`src/rtl/ks_core_pkg.sv`:
```
package ks_core_pkg;

  localparam int REG_W      = 80;
  localparam int IV_W       = 64;
  localparam int MIX_STEPS  = 160;

  typedef enum logic [1:0] {
    ST_IDLE = 2'd0,
    ST_MIX  = 2'd1,
    ST_OUT  = 2'd2
  } ks_state_e;

  // Linear recurrence: new top bit of the linear register
  function automatic logic lin_fb(input logic [REG_W-1:0] s);
    return s[62] ^ s[51] ^ s[38] ^ s[23] ^ s[13] ^ s[0];
  endfunction

  // Nonlinear polynomial over the nonlinear register alone
  function automatic logic nl_fb(input logic [REG_W-1:0] b);
    logic lin_part;
    logic prod_part;
    lin_part  = b[63] ^ b[60] ^ b[52] ^ b[45] ^ b[37] ^ b[33] ^
                b[28] ^ b[21] ^ b[15] ^ b[9]  ^ b[0];
    prod_part = (b[63] & b[60]) ^ (b[37] & b[33]) ^ (b[15] & b[9]) ^
                (b[60] & b[52] & b[45]) ^ (b[33] & b[28] & b[21]) ^
                (b[63] & b[45] & b[28] & b[9]) ^
                (b[60] & b[52] & b[37] & b[33]) ^
                (b[63] & b[60] & b[21] & b[15]) ^
                (b[63] & b[60] & b[52] & b[45] & b[37]) ^
                (b[33] & b[28] & b[21] & b[15] & b[9]) ^
                (b[52] & b[45] & b[37] & b[33] & b[28] & b[21]);
    return lin_part ^ prod_part;
  endfunction

  // Five-input output filter
  function automatic logic filt(input logic [REG_W-1:0] s,
                                input logic [REG_W-1:0] b);
    logic x0, x1, x2, x3, x4;
    x0 = s[3];
    x1 = s[25];
    x2 = s[46];
    x3 = s[64];
    x4 = b[63];
    return x1 ^ x4 ^ (x0 & x3) ^ (x2 & x3) ^ (x3 & x4) ^
           (x0 & x1 & x2) ^ (x0 & x2 & x3) ^ (x0 & x2 & x4) ^
           (x1 & x2 & x4) ^ (x2 & x3 & x4);
  endfunction

endpackage

```
`src/rtl/ks_step.sv`:
```
module ks_step
  import ks_core_pkg::*;
(
  input  logic [REG_W-1:0] s_i,
  input  logic [REG_W-1:0] b_i,
  input  logic             mix_i,
  output logic [REG_W-1:0] s_o,
  output logic [REG_W-1:0] b_o,
  output logic             z_o
);

  logic h_w;
  logic inj_w;

  always_comb begin
    h_w   = filt(s_i, b_i);
    inj_w = mix_i & h_w;
    z_o   = h_w ^ b_i[0];
    s_o   = {lin_fb(s_i) ^ inj_w, s_i[REG_W-1:1]};
    b_o   = {nl_fb(b_i) ^ s_i[0] ^ inj_w, b_i[REG_W-1:1]};
  end

endmodule

```
`src/rtl/ks_ctrl.sv`:
```
module ks_ctrl
  import ks_core_pkg::*;
#(
  parameter int STEPS = 4
) (
  input  logic clk,
  input  logic rst_n,
  input  logic load_i,
  output logic step_en_o,
  output logic mix_o,
  output logic busy_o,
  output logic valid_o
);

  localparam int MIX_CLKS = MIX_STEPS / STEPS;
  localparam int CW       = (MIX_CLKS > 1) ? $clog2(MIX_CLKS) : 1;
  localparam logic [CW-1:0] CNT_LAST = CW'(MIX_CLKS - 1);

  ks_state_e     state_q, state_d;
  logic [CW-1:0] cnt_q, cnt_d;
  logic          cnt_en;

  always_comb begin
    state_d = state_q;
    cnt_d   = cnt_q;
    cnt_en  = 1'b0;
    if (load_i) begin
      state_d = ST_MIX;
      cnt_d   = '0;
      cnt_en  = 1'b1;
    end else begin
      case (state_q)
        ST_MIX: begin
          cnt_en = 1'b1;
          if (cnt_q == CNT_LAST) begin
            state_d = ST_OUT;
            cnt_d   = '0;
          end else begin
            cnt_d = cnt_q + 1'b1;
          end
        end
        ST_OUT:  state_d = ST_OUT;
        default: state_d = ST_IDLE;
      endcase
    end
  end

  always_ff @(posedge clk or negedge rst_n) begin
    if (!rst_n) begin
      state_q <= ST_IDLE;
    end else begin
      state_q <= state_d;
    end
  end

  always_ff @(posedge clk or negedge rst_n) begin
    if (!rst_n) begin
      cnt_q <= '0;
    end else if (cnt_en) begin
      cnt_q <= cnt_d;
    end
  end

  assign busy_o    = (state_q == ST_MIX);
  assign valid_o   = (state_q == ST_OUT);
  assign mix_o     = busy_o;
  assign step_en_o = (state_q != ST_IDLE) && !load_i;

  p_excl_r10: assert property (@(posedge clk) disable iff (!rst_n)
    !(busy_o && valid_o));

  p_out_after_mix_r5: assert property (@(posedge clk) disable iff (!rst_n)
    $rose(valid_o) |-> $past(busy_o) && $past(cnt_q) == CNT_LAST);

  p_cnt_bound_r5: assert property (@(posedge clk) disable iff (!rst_n)
    busy_o |-> cnt_q <= CNT_LAST);

  p_restart_r8: assert property (@(posedge clk) disable iff (!rst_n)
    $past(load_i) |-> busy_o && cnt_q == '0);

endmodule

```
`src/rtl/ks_datapath.sv`:
```
module ks_datapath
  import ks_core_pkg::*;
#(
  parameter int STEPS = 4
) (
  input  logic             clk,
  input  logic             rst_n,
  input  logic             load_i,
  input  logic [REG_W-1:0] key_i,
  input  logic [IV_W-1:0]  iv_i,
  input  logic             step_en_i,
  input  logic             mix_i,
  input  logic             valid_i,
  output logic [STEPS-1:0] ks_o
);

  localparam int PAD_W = REG_W - IV_W;

  logic [REG_W-1:0] lfsr_q, lfsr_d;
  logic [REG_W-1:0] nfsr_q, nfsr_d;
  logic             reg_en;
  logic [REG_W-1:0] s_ch [STEPS+1];
  logic [REG_W-1:0] b_ch [STEPS+1];
  logic [STEPS-1:0] z_w;

  assign s_ch[0] = lfsr_q;
  assign b_ch[0] = nfsr_q;

  for (genvar g = 0; g < STEPS; g++) begin : g_step
    ks_step u_step (
      .s_i   (s_ch[g]),
      .b_i   (b_ch[g]),
      .mix_i (mix_i),
      .s_o   (s_ch[g+1]),
      .b_o   (b_ch[g+1]),
      .z_o   (z_w[g])
    );
  end

  always_comb begin
    lfsr_d = lfsr_q;
    nfsr_d = nfsr_q;
    reg_en = load_i | step_en_i;
    if (load_i) begin
      nfsr_d = key_i;
      lfsr_d = {{PAD_W{1'b1}}, iv_i};
    end else if (step_en_i) begin
      lfsr_d = s_ch[STEPS];
      nfsr_d = b_ch[STEPS];
    end
  end

  always_ff @(posedge clk or negedge rst_n) begin
    if (!rst_n) begin
      lfsr_q <= '0;
      nfsr_q <= '0;
    end else if (reg_en) begin
      lfsr_q <= lfsr_d;
      nfsr_q <= nfsr_d;
    end
  end

  assign ks_o = valid_i ? z_w : '0;

  p_lfsr_shift_r1: assert property (@(posedge clk) disable iff (!rst_n)
    $past(step_en_i) && !$past(load_i) |->
      lfsr_q[REG_W-1-STEPS:0] == $past(lfsr_q[REG_W-1:STEPS]));

  p_nfsr_shift_r2: assert property (@(posedge clk) disable iff (!rst_n)
    $past(step_en_i) && !$past(load_i) |->
      nfsr_q[REG_W-1-STEPS:0] == $past(nfsr_q[REG_W-1:STEPS]));

  p_load_fill_r4: assert property (@(posedge clk) disable iff (!rst_n)
    $past(load_i) |-> lfsr_q[REG_W-1:IV_W] == {PAD_W{1'b1}}
                      && nfsr_q == $past(key_i)
                      && lfsr_q[IV_W-1:0] == $past(iv_i));

  p_quiet_r9: assert property (@(posedge clk) disable iff (!rst_n)
    !valid_i |-> ks_o == '0);

  p_hold_idle_r9: assert property (@(posedge clk) disable iff (!rst_n)
    !$past(load_i) && !$past(step_en_i) |-> $stable(lfsr_q) && $stable(nfsr_q));

endmodule

```
`src/rtl/ks_core.sv`:
```
module ks_core
  import ks_core_pkg::*;
#(
  parameter int STEPS = 4
) (
  input  logic             clk,
  input  logic             rst_n,
  input  logic             load_i,
  input  logic [79:0]      key_i,
  input  logic [63:0]      iv_i,
  output logic             busy_o,
  output logic             ks_valid_o,
  output logic [STEPS-1:0] ks_o
);

  logic [1:0] rsync_q;
  logic       rst_core_n;
  logic       step_en;
  logic       mix;
  logic       busy;
  logic       valid;

  // Reset asserts at once and is released two edges later
  always_ff @(posedge clk or negedge rst_n) begin
    if (!rst_n) begin
      rsync_q <= '0;
    end else begin
      rsync_q <= {rsync_q[0], 1'b1};
    end
  end
  assign rst_core_n = rsync_q[1];

  ks_ctrl #(.STEPS(STEPS)) u_ctrl (
    .clk       (clk),
    .rst_n     (rst_core_n),
    .load_i    (load_i),
    .step_en_o (step_en),
    .mix_o     (mix),
    .busy_o    (busy),
    .valid_o   (valid)
  );

  ks_datapath #(.STEPS(STEPS)) u_dp (
    .clk       (clk),
    .rst_n     (rst_core_n),
    .load_i    (load_i),
    .key_i     (key_i),
    .iv_i      (iv_i),
    .step_en_i (step_en),
    .mix_i     (mix),
    .valid_i   (valid),
    .ks_o      (ks_o)
  );

  assign busy_o     = busy;
  assign ks_valid_o = valid;

endmodule

```
`config.mk`:
```
export PLATFORM = sky130hd
export DESIGN_NAME = ks_core
export DESIGN_NICKNAME = d
export VERILOG_FILES = /design/src/rtl/ks_core_pkg.sv /design/src/rtl/ks_step.sv /design/src/rtl/ks_ctrl.sv /design/src/rtl/ks_datapath.sv /design/src/rtl/ks_core.sv
export SDC_FILE = /design/constraint.sdc
export NUM_CORES = 1
export LEC_CHECK = 0
export BUFFER_PORTS_ARGS = -buffer_cell sky130_fd_sc_hd__buf_2
export CORE_MARGIN = 4
export CORE_UTILIZATION = 56
export DETAILED_ROUTE_END_ITERATION = 10
export PLACE_DENSITY = 0.82
export SETUP_SLACK_MARGIN = 0.2
export SYNTH_ARGS = -nofsm -noshare
export SYNTH_HDL_FRONTEND = slang
export SYNTH_HIERARCHICAL = 1
export SYNTH_SLANG_ARGS = --single-unit
```
`constraint.sdc`:
```
create_clock -name clk -period 13.4 [get_ports clk]
set_input_delay 1.34 -clock clk [delete_from_list [all_inputs] [get_ports clk]]
set_output_delay 1.34 -clock clk [all_outputs]
set_load 0.02 [all_outputs]
```
==> flow_summary.ini, run 1 <==
[run_status]
status = completed

[logic_synthesis]
synth_cells = 1550
synth-main-ff-cell = dfrtp_1
synth_commonest_cells = 641 x buf_4, 170 x dfrtp_1, 163 x nand2_1
synth_fp_nets = 1705
ys_top_cells_by_area = buf_4 34%, dfrtp_1 30%, mux2i_1 10%
netlist_area_um2 = 14000
yosysUniqueCellTypes = 42
ys_ff_latch = 170
yosysSeqAreaShare_pct = 30.3
yosysTopAreaCell = buf_4
synth-edff-count = 0
synth_area_per_cell_um2 = 9.06
synthArstFlopShare_pct = 100
yosysWarningCount = 6
yosysMostFrequentCell = buf_4
yosysTopAreaCellShare_pct = 34.3

[finish]
num_antenna_cells = 0
layout-drive-gt1-share_pct = 19.1
final_util_pct = 43.7
filler_cell_count = 2345
design_area_um2 = 10700
final_nets = 1194
instances_no_fill = 1376
syn_to_final_growth_pct = -23.8

[critical_path]
setup.worst_path.start_class = input port
r2r-start = u_ctrl/state_q[0]
critPathLaunch = load_i
critPathMaxFanout = 126
critical_path_arrival_ns = 4.51
reg2reg_slack_ns = 9.95
cp-end-kind = register
path_class = input port to register
crit_required_ns = 13.67

[grt]
antenna_found_initial = 1
met2_usage_pct = 27.1
grt.busiest_layer = met2
grt_util_met3_pct = 3.17
grt_pass1_wl_mm = 36.7
grt_pass1_vias = 7035
grt_usage_pct = 16.4
grt_max_degree = 127
met1_usage_pct = 21.4
grt_overflow = 0

[detailed_routing]
wirelength_mm = 23.0
ant_nets = 0
via_per_inst = 5.14
wl_per_cell_um = 16.7
routed-via-count = 7068
dr.pass1.iters = 5
drt-initial-drc-count = 612
drc = 0

[placement]
hpwl_mm = 16.3
post_dp_cell_area_um2 = 10100
gp_congestion = 0.812
place_inst = 1344
numPortBuffers = 152
post-place-ws_ns = 8.76

[cts]
cts_tree = built
hold_buffers = 0
cts_root_buf = clkbuf_16
worstSkewPairLatency_ns = 0.43
cts_buffer_depth = 2
cts-resized-gates = 0
clkSinkCount = 170
postCtsSetupRepairBufs = 0
numCtsBuffers = 17
htree_levels = 4
clk_pin_slew_ns = 0.07

[power_and_ir_drop]
power.density_nw_per_um2 = 169
ir_drop_mv = 0.0672
p_leak_nw = 4.87
p_total_mw = 1.81

[min_path]
hp-class = register to register
hp-start = rsync_q[0]

[sta]
whs_ns = 0.355
min_period_over_period_pct = 31.6
slew_headroom_pct = 32.4
tightest_slew_ns = 1.01
setup_slack_ns = 9.16
rsz0062_at_grt = no
finalCriticalPeriod_ns = 4.24
hold_viol = 0
fin_tns_setup_ns = 0
timing.fmax_ghz = 0.236
setup_viol_count_final = 0
skew_ns = 0.0117
slew_viol_final = 0

[job]
drv_cap = 0

[floorplan]
ios = 153
die_h_um = 166
core_area_um2 = 24500
rows = 57
start_util_pct = 57.3
die_width_um = 166
fp.dieArea_um2 = 27700
==> final timing paths <==
| path | endpoint | depth (start not counted) |
|---|---|---|
| max reg2reg | u_dp/nfsr_q[40] | 7 |
| min | rsync_q[1] | 0 |
| min in group asynchronous | u_dp/lfsr_q[15] | 0 |
| max in group asynchronous | u_dp/lfsr_q[9] | 1 |
| max | u_dp/nfsr_q[40] | 6 |
| min reg2reg | rsync_q[1] | 0 |
==> sequential cells by signal, summed over array words and instances (netlist names) <==
signal,count
rsync_q,2
u_ctrl/cnt_q,6
u_dp/nfsr_q,80
u_dp/lfsr_q,80
u_ctrl/state_q,2
==> placed cells by master (no fill, tap or decap), types with 7 or more instances in the layout <==
master	n
xnor2_1	64
nand2_1	163
xor2_1	10
a31oi_1	12
mux2i_1	146
nor2_1	17
clkbuf_16	17
nor2b_1	20
o21ai_1	130
o21ai_0	18
buf_4	7
a211o_1	16
ha_1	8
and2_1	12
inv_1	11
nand3_1	21
dfrtp_1	169
buf_2	151
==> layout make-up <==
cell class	count	area [µm²]	area share (%)
tap	324	405	3.79
inverter	12	45.0	0.421
multi-input combinational	679	4590	42.8
clock inverter	14	161	1.51
sequential	170	4260	39.8
clock buffer	18	429	4.01
timing repair buffer	159	822	7.68
==> power by group <==
group          total [mW]  switching [mW]  internal [mW]  leakage, nW
clock               0.500           0.220          0.280        0.289
sequential          0.707           0.105          0.602         2.03
combinational       0.600           0.307          0.294         2.54
total                1.81           0.632           1.18         4.87
==> cells by family (layout without fill, tap and decap cells) <==
group / count (synthesis) / after routing / synth area share, %
AO/OA/AOI/OAI: 191 / 191 / 7.82
XOR/XNOR: 82 / 82 / 5.72
adder cells (fa/ha/maj): 8 / 8 / 0.712
buffers and inverters: 701 / 203 / 37.1
flip-flops: 170 / 170 / 30.3
multiplexers: 146 / 146 / 10.4
other: 1 / 1 / 0.0267
AND/OR/NAND/NOR: 251 / 251 / 7.93
==> worst max-delay path, cell delays in order <==
cell and delay [ns]:
clkbuf_8 0.36, nor2_4 0.91, buf_4 0.68, buf_4 0.74
mux2i_1 0.27, o21ai_1 0.09
==> routing by layer <==
metal  wire length [µm]  share of wire, %
met1              10000                44
met2              11300                49
met3               1140               4.9
met4                565               2.5
met5                  0                 0
Note: power is estimated with default switching activity, not from simulation.
==> inputs of run 2 (changes only) <==
Settings changed: ABC_AREA from default to 1, CORE_UTILIZATION 56 to 55, PLACE_DENSITY 0.82 to 0.83.
Clock period 13.4 ns to 3.4 ns, I/O delays scaled along.
==> run 2 against run 1 <==
Effect of this change:
- first-iteration DRC count rose by 26%
- core utilization rose by 1.1 points
- register-to-register slack got worse by 8.8 ns
- setup slack got worse by 8.2 ns
- critical path type is now register to output pin
- largest power group unchanged
==> flow_summary.ini, run 2 <==
[logic_synthesis]
netlist_area_um2 = 15300
synth_fp_nets = 2343
synth_cells = 2188
synth-main-ff-cell = dfrtp_1
yosysTopAreaCell = buf_4
synth_area_per_cell_um2 = 6.99
yosysSeqAreaShare_pct = 27.8
yosysTopAreaCellShare_pct = 31.4
ys_top_cells_by_area = buf_4 31%, dfrtp_1 28%, nand2_1 16%
yosysMostFrequentCell = nand2_1
synth-edff-count = 0
yosysUniqueCellTypes = 30
synthArstFlopShare_pct = 100
yosysWarningCount = 6
synth_commonest_cells = 660 x nand2_1, 640 x buf_4, 362 x nand3_1
ys_ff_latch = 170

[power_and_ir_drop]
power.density_nw_per_um2 = 517
p_total_mw = 6.29
p_leak_nw = 6.36
ir_drop_mv = 0.331

[floorplan]
rows = 60
die_h_um = 175
ios = 153
fp.dieArea_um2 = 30500
die_width_um = 175
core_area_um2 = 27200
start_util_pct = 56.3

[detailed_routing]
ant_nets = 0
wirelength_mm = 30.8
wl_per_cell_um = 15.0
via_per_inst = 5.16
dr.pass1.iters = 6
drt-initial-drc-count = 769
drc = 0
routed-via-count = 10592

[cts]
clkSinkCount = 170
numCtsBuffers = 17
cts_tree = built
worstSkewPairLatency_ns = 0.44
htree_levels = 4
clk_pin_slew_ns = 0.09
cts_root_buf = clkbuf_16
cts_buffer_depth = 2
postCtsSetupRepairBufs = 0
cts-resized-gates = 0

[grt]
grt_max_degree = 123
grt_usage_pct = 19.9
grt_pass1_vias = 10019
grt_pass1_wl_mm = 50.0
grt_overflow = 0
antenna_found_initial = 5

[sta]
hold_viol = 0
skew_ns = 0.0188
min_period_over_period_pct = 71.0
finalCriticalPeriod_ns = 2.41
fin_tns_setup_ns = 0
timing.fmax_ghz = 0.414
setup_viol_count_final = 0
rsz0062_at_grt = no
slew_viol_final = 0
slew_headroom_pct = 28.9
tightest_slew_ns = 1.07

[critical_path]
worstPathCellList = nand2_1 > nand2_1 > nor2_1 > o21bai_1 > nand2_1 > xor2_1 > nand2_1 > inv_1 > buf_2
critPathLaunch = u_dp/nfsr_q[66]
crit_required_ns = 3.06
critPathMaxFanout = 7
crit_path_frequent_cell = nand2_1
cp_slowest_cell = dfrtp_1
r2r-start = u_ctrl/state_q[0]
setup.worst_path.start_class = register
critical_path_arrival_ns = 2.07
r2r-end = u_dp/nfsr_q[62]
crit_family = flip-flops
cp_num_buf_inv = 2
path_class = register to output pin
slowest_delay_ns = 0.55
cp-end-kind = output pin
reg2reg_slack_ns = 1.19
r2r_cells = 6

[finish]
reg.largest.list = u_dp/lfsr_q: 80 flops, u_dp/nfsr_q: 80 flops, u_ctrl/cnt_q: 6 flops
final_nets = 1823
filler_cell_count = 2770
final_common_cell = nand2_1
final_cell_mix = 660 x nand2_1, 362 x nand3_1, 169 x dfrtp_1
layout-drive-gt1-share_pct = 13.8
syn_to_final_growth_pct = -20.6
regArea_um2 = 4260
multi_input_area_um2 = 5480
final_util_pct = 44.7

[placement]
gp_congestion = 0.898
hpwl_mm = 22.3
numPortBuffers = 152

[min_path]
hold_depth = 3
hp-class = input port to register
min_to = u_dp/lfsr_q[50]
hp-start = iv_i[50]

[job]
drv_cap = 0

[run_status]
status = completed
[run 2: cell count changes in the layout (fill, tap and decap cells not counted), sizes merged, moves of 16 or more]
cell	delta
nand2	+513
nand3	+343
mux2i	-146
o21ai	-136
inv	+101
xnor2	-56
nor2	+50
nor2b	-20
a211o	-16
a21oi	+16
[run 2: cell families after synthesis]
logic type | Yosys count | synth area share, %
AOI/OAI and AO/OA | 38 | 1.41
adders and majority gates | 8 | 0.654
other | 1 | 0.0245
buffers and inverters | 813 | 36.4
DFF | 170 | 27.8
and+or+nand+nor | 1122 | 31.6
xor gates and xnor gates | 36 | 2.06
[run 2: worst register-to-register path, stage by stage (launching register included)]
cell and delay [ns]:
dfrtp_1 0.39, inv_1 0.09, ha_1 0.24, nor2_4 0.54, buf_12 0.44, nand3_1 0.28
nand3_1 0.17
[run 2: worst max-delay path by stage]
stage / to / slack, ns / depth (start not counted)
floorplan: u_ctrl/cnt_q[0] / 0.59 / 0
global placement: u_dp/lfsr_q[18] / 1.29 / 5
detailed placement: u_dp/lfsr_q[59] / 1.28 / 5
CTS: ks_o[3] / 0.97 / 9
global route: ks_o[3] / 0.85 / 9
finish: ks_o[3] / 0.99 / 9
[run 2: layer usage]
layer,global-route usage (%),vias up,share of wire [%]
li1,-,5182,-
met5,0,-,0.16
met2,33.5,407,48
met4,6.68,8,2.3
met1,26.0,4945,42
met3,3.68,50,7.0
[run 2: area by class of cell]
type                            count  area share, %
Clock buffer                       17           3.50
Sequential cell                   170           35.0
Tap cell                          372           3.83
Antenna cell                        1         0.0206
Timing Repair Buffer              162           7.33
Clock inverter                     15           1.72
Multi-Input combinational cell   1205           45.1
Inverter                          112           3.48
[run 2: power breakdown]
group / internal (mW) / switching, mW / total, mW
logic: 0.604 / 1.02 / 1.62
clock network: 1.02 / 1.02 / 2.04
registers: 2.28 / 0.343 / 2.62
[run 2: through the flow]
step / hold WS [ns] / cell area, µm² / setup WS [ns] / cells
3_5_place_dp: 0.127 / 11500 / 1.28 / 2020
4_1_cts: 0.0976 / 12100 / 0.975 / 2053
2_1_floorplan: 0.0444 / 15300 / 0.590 / 2188
5_1_grt: 0.0961 / 12200 / 0.845 / 2054
3_3_place_gp: 0.126 / 11500 / 1.29 / 2020
6_report: 0.107 / 12200 / 0.986 / 2054
[run 2: timing repair]
action | 4_1_cts | 5_1_grt
hold buffers | 1 | 0
hold endpoints to repair | 2 | 0
setup endpoints to repair | 0 | 0
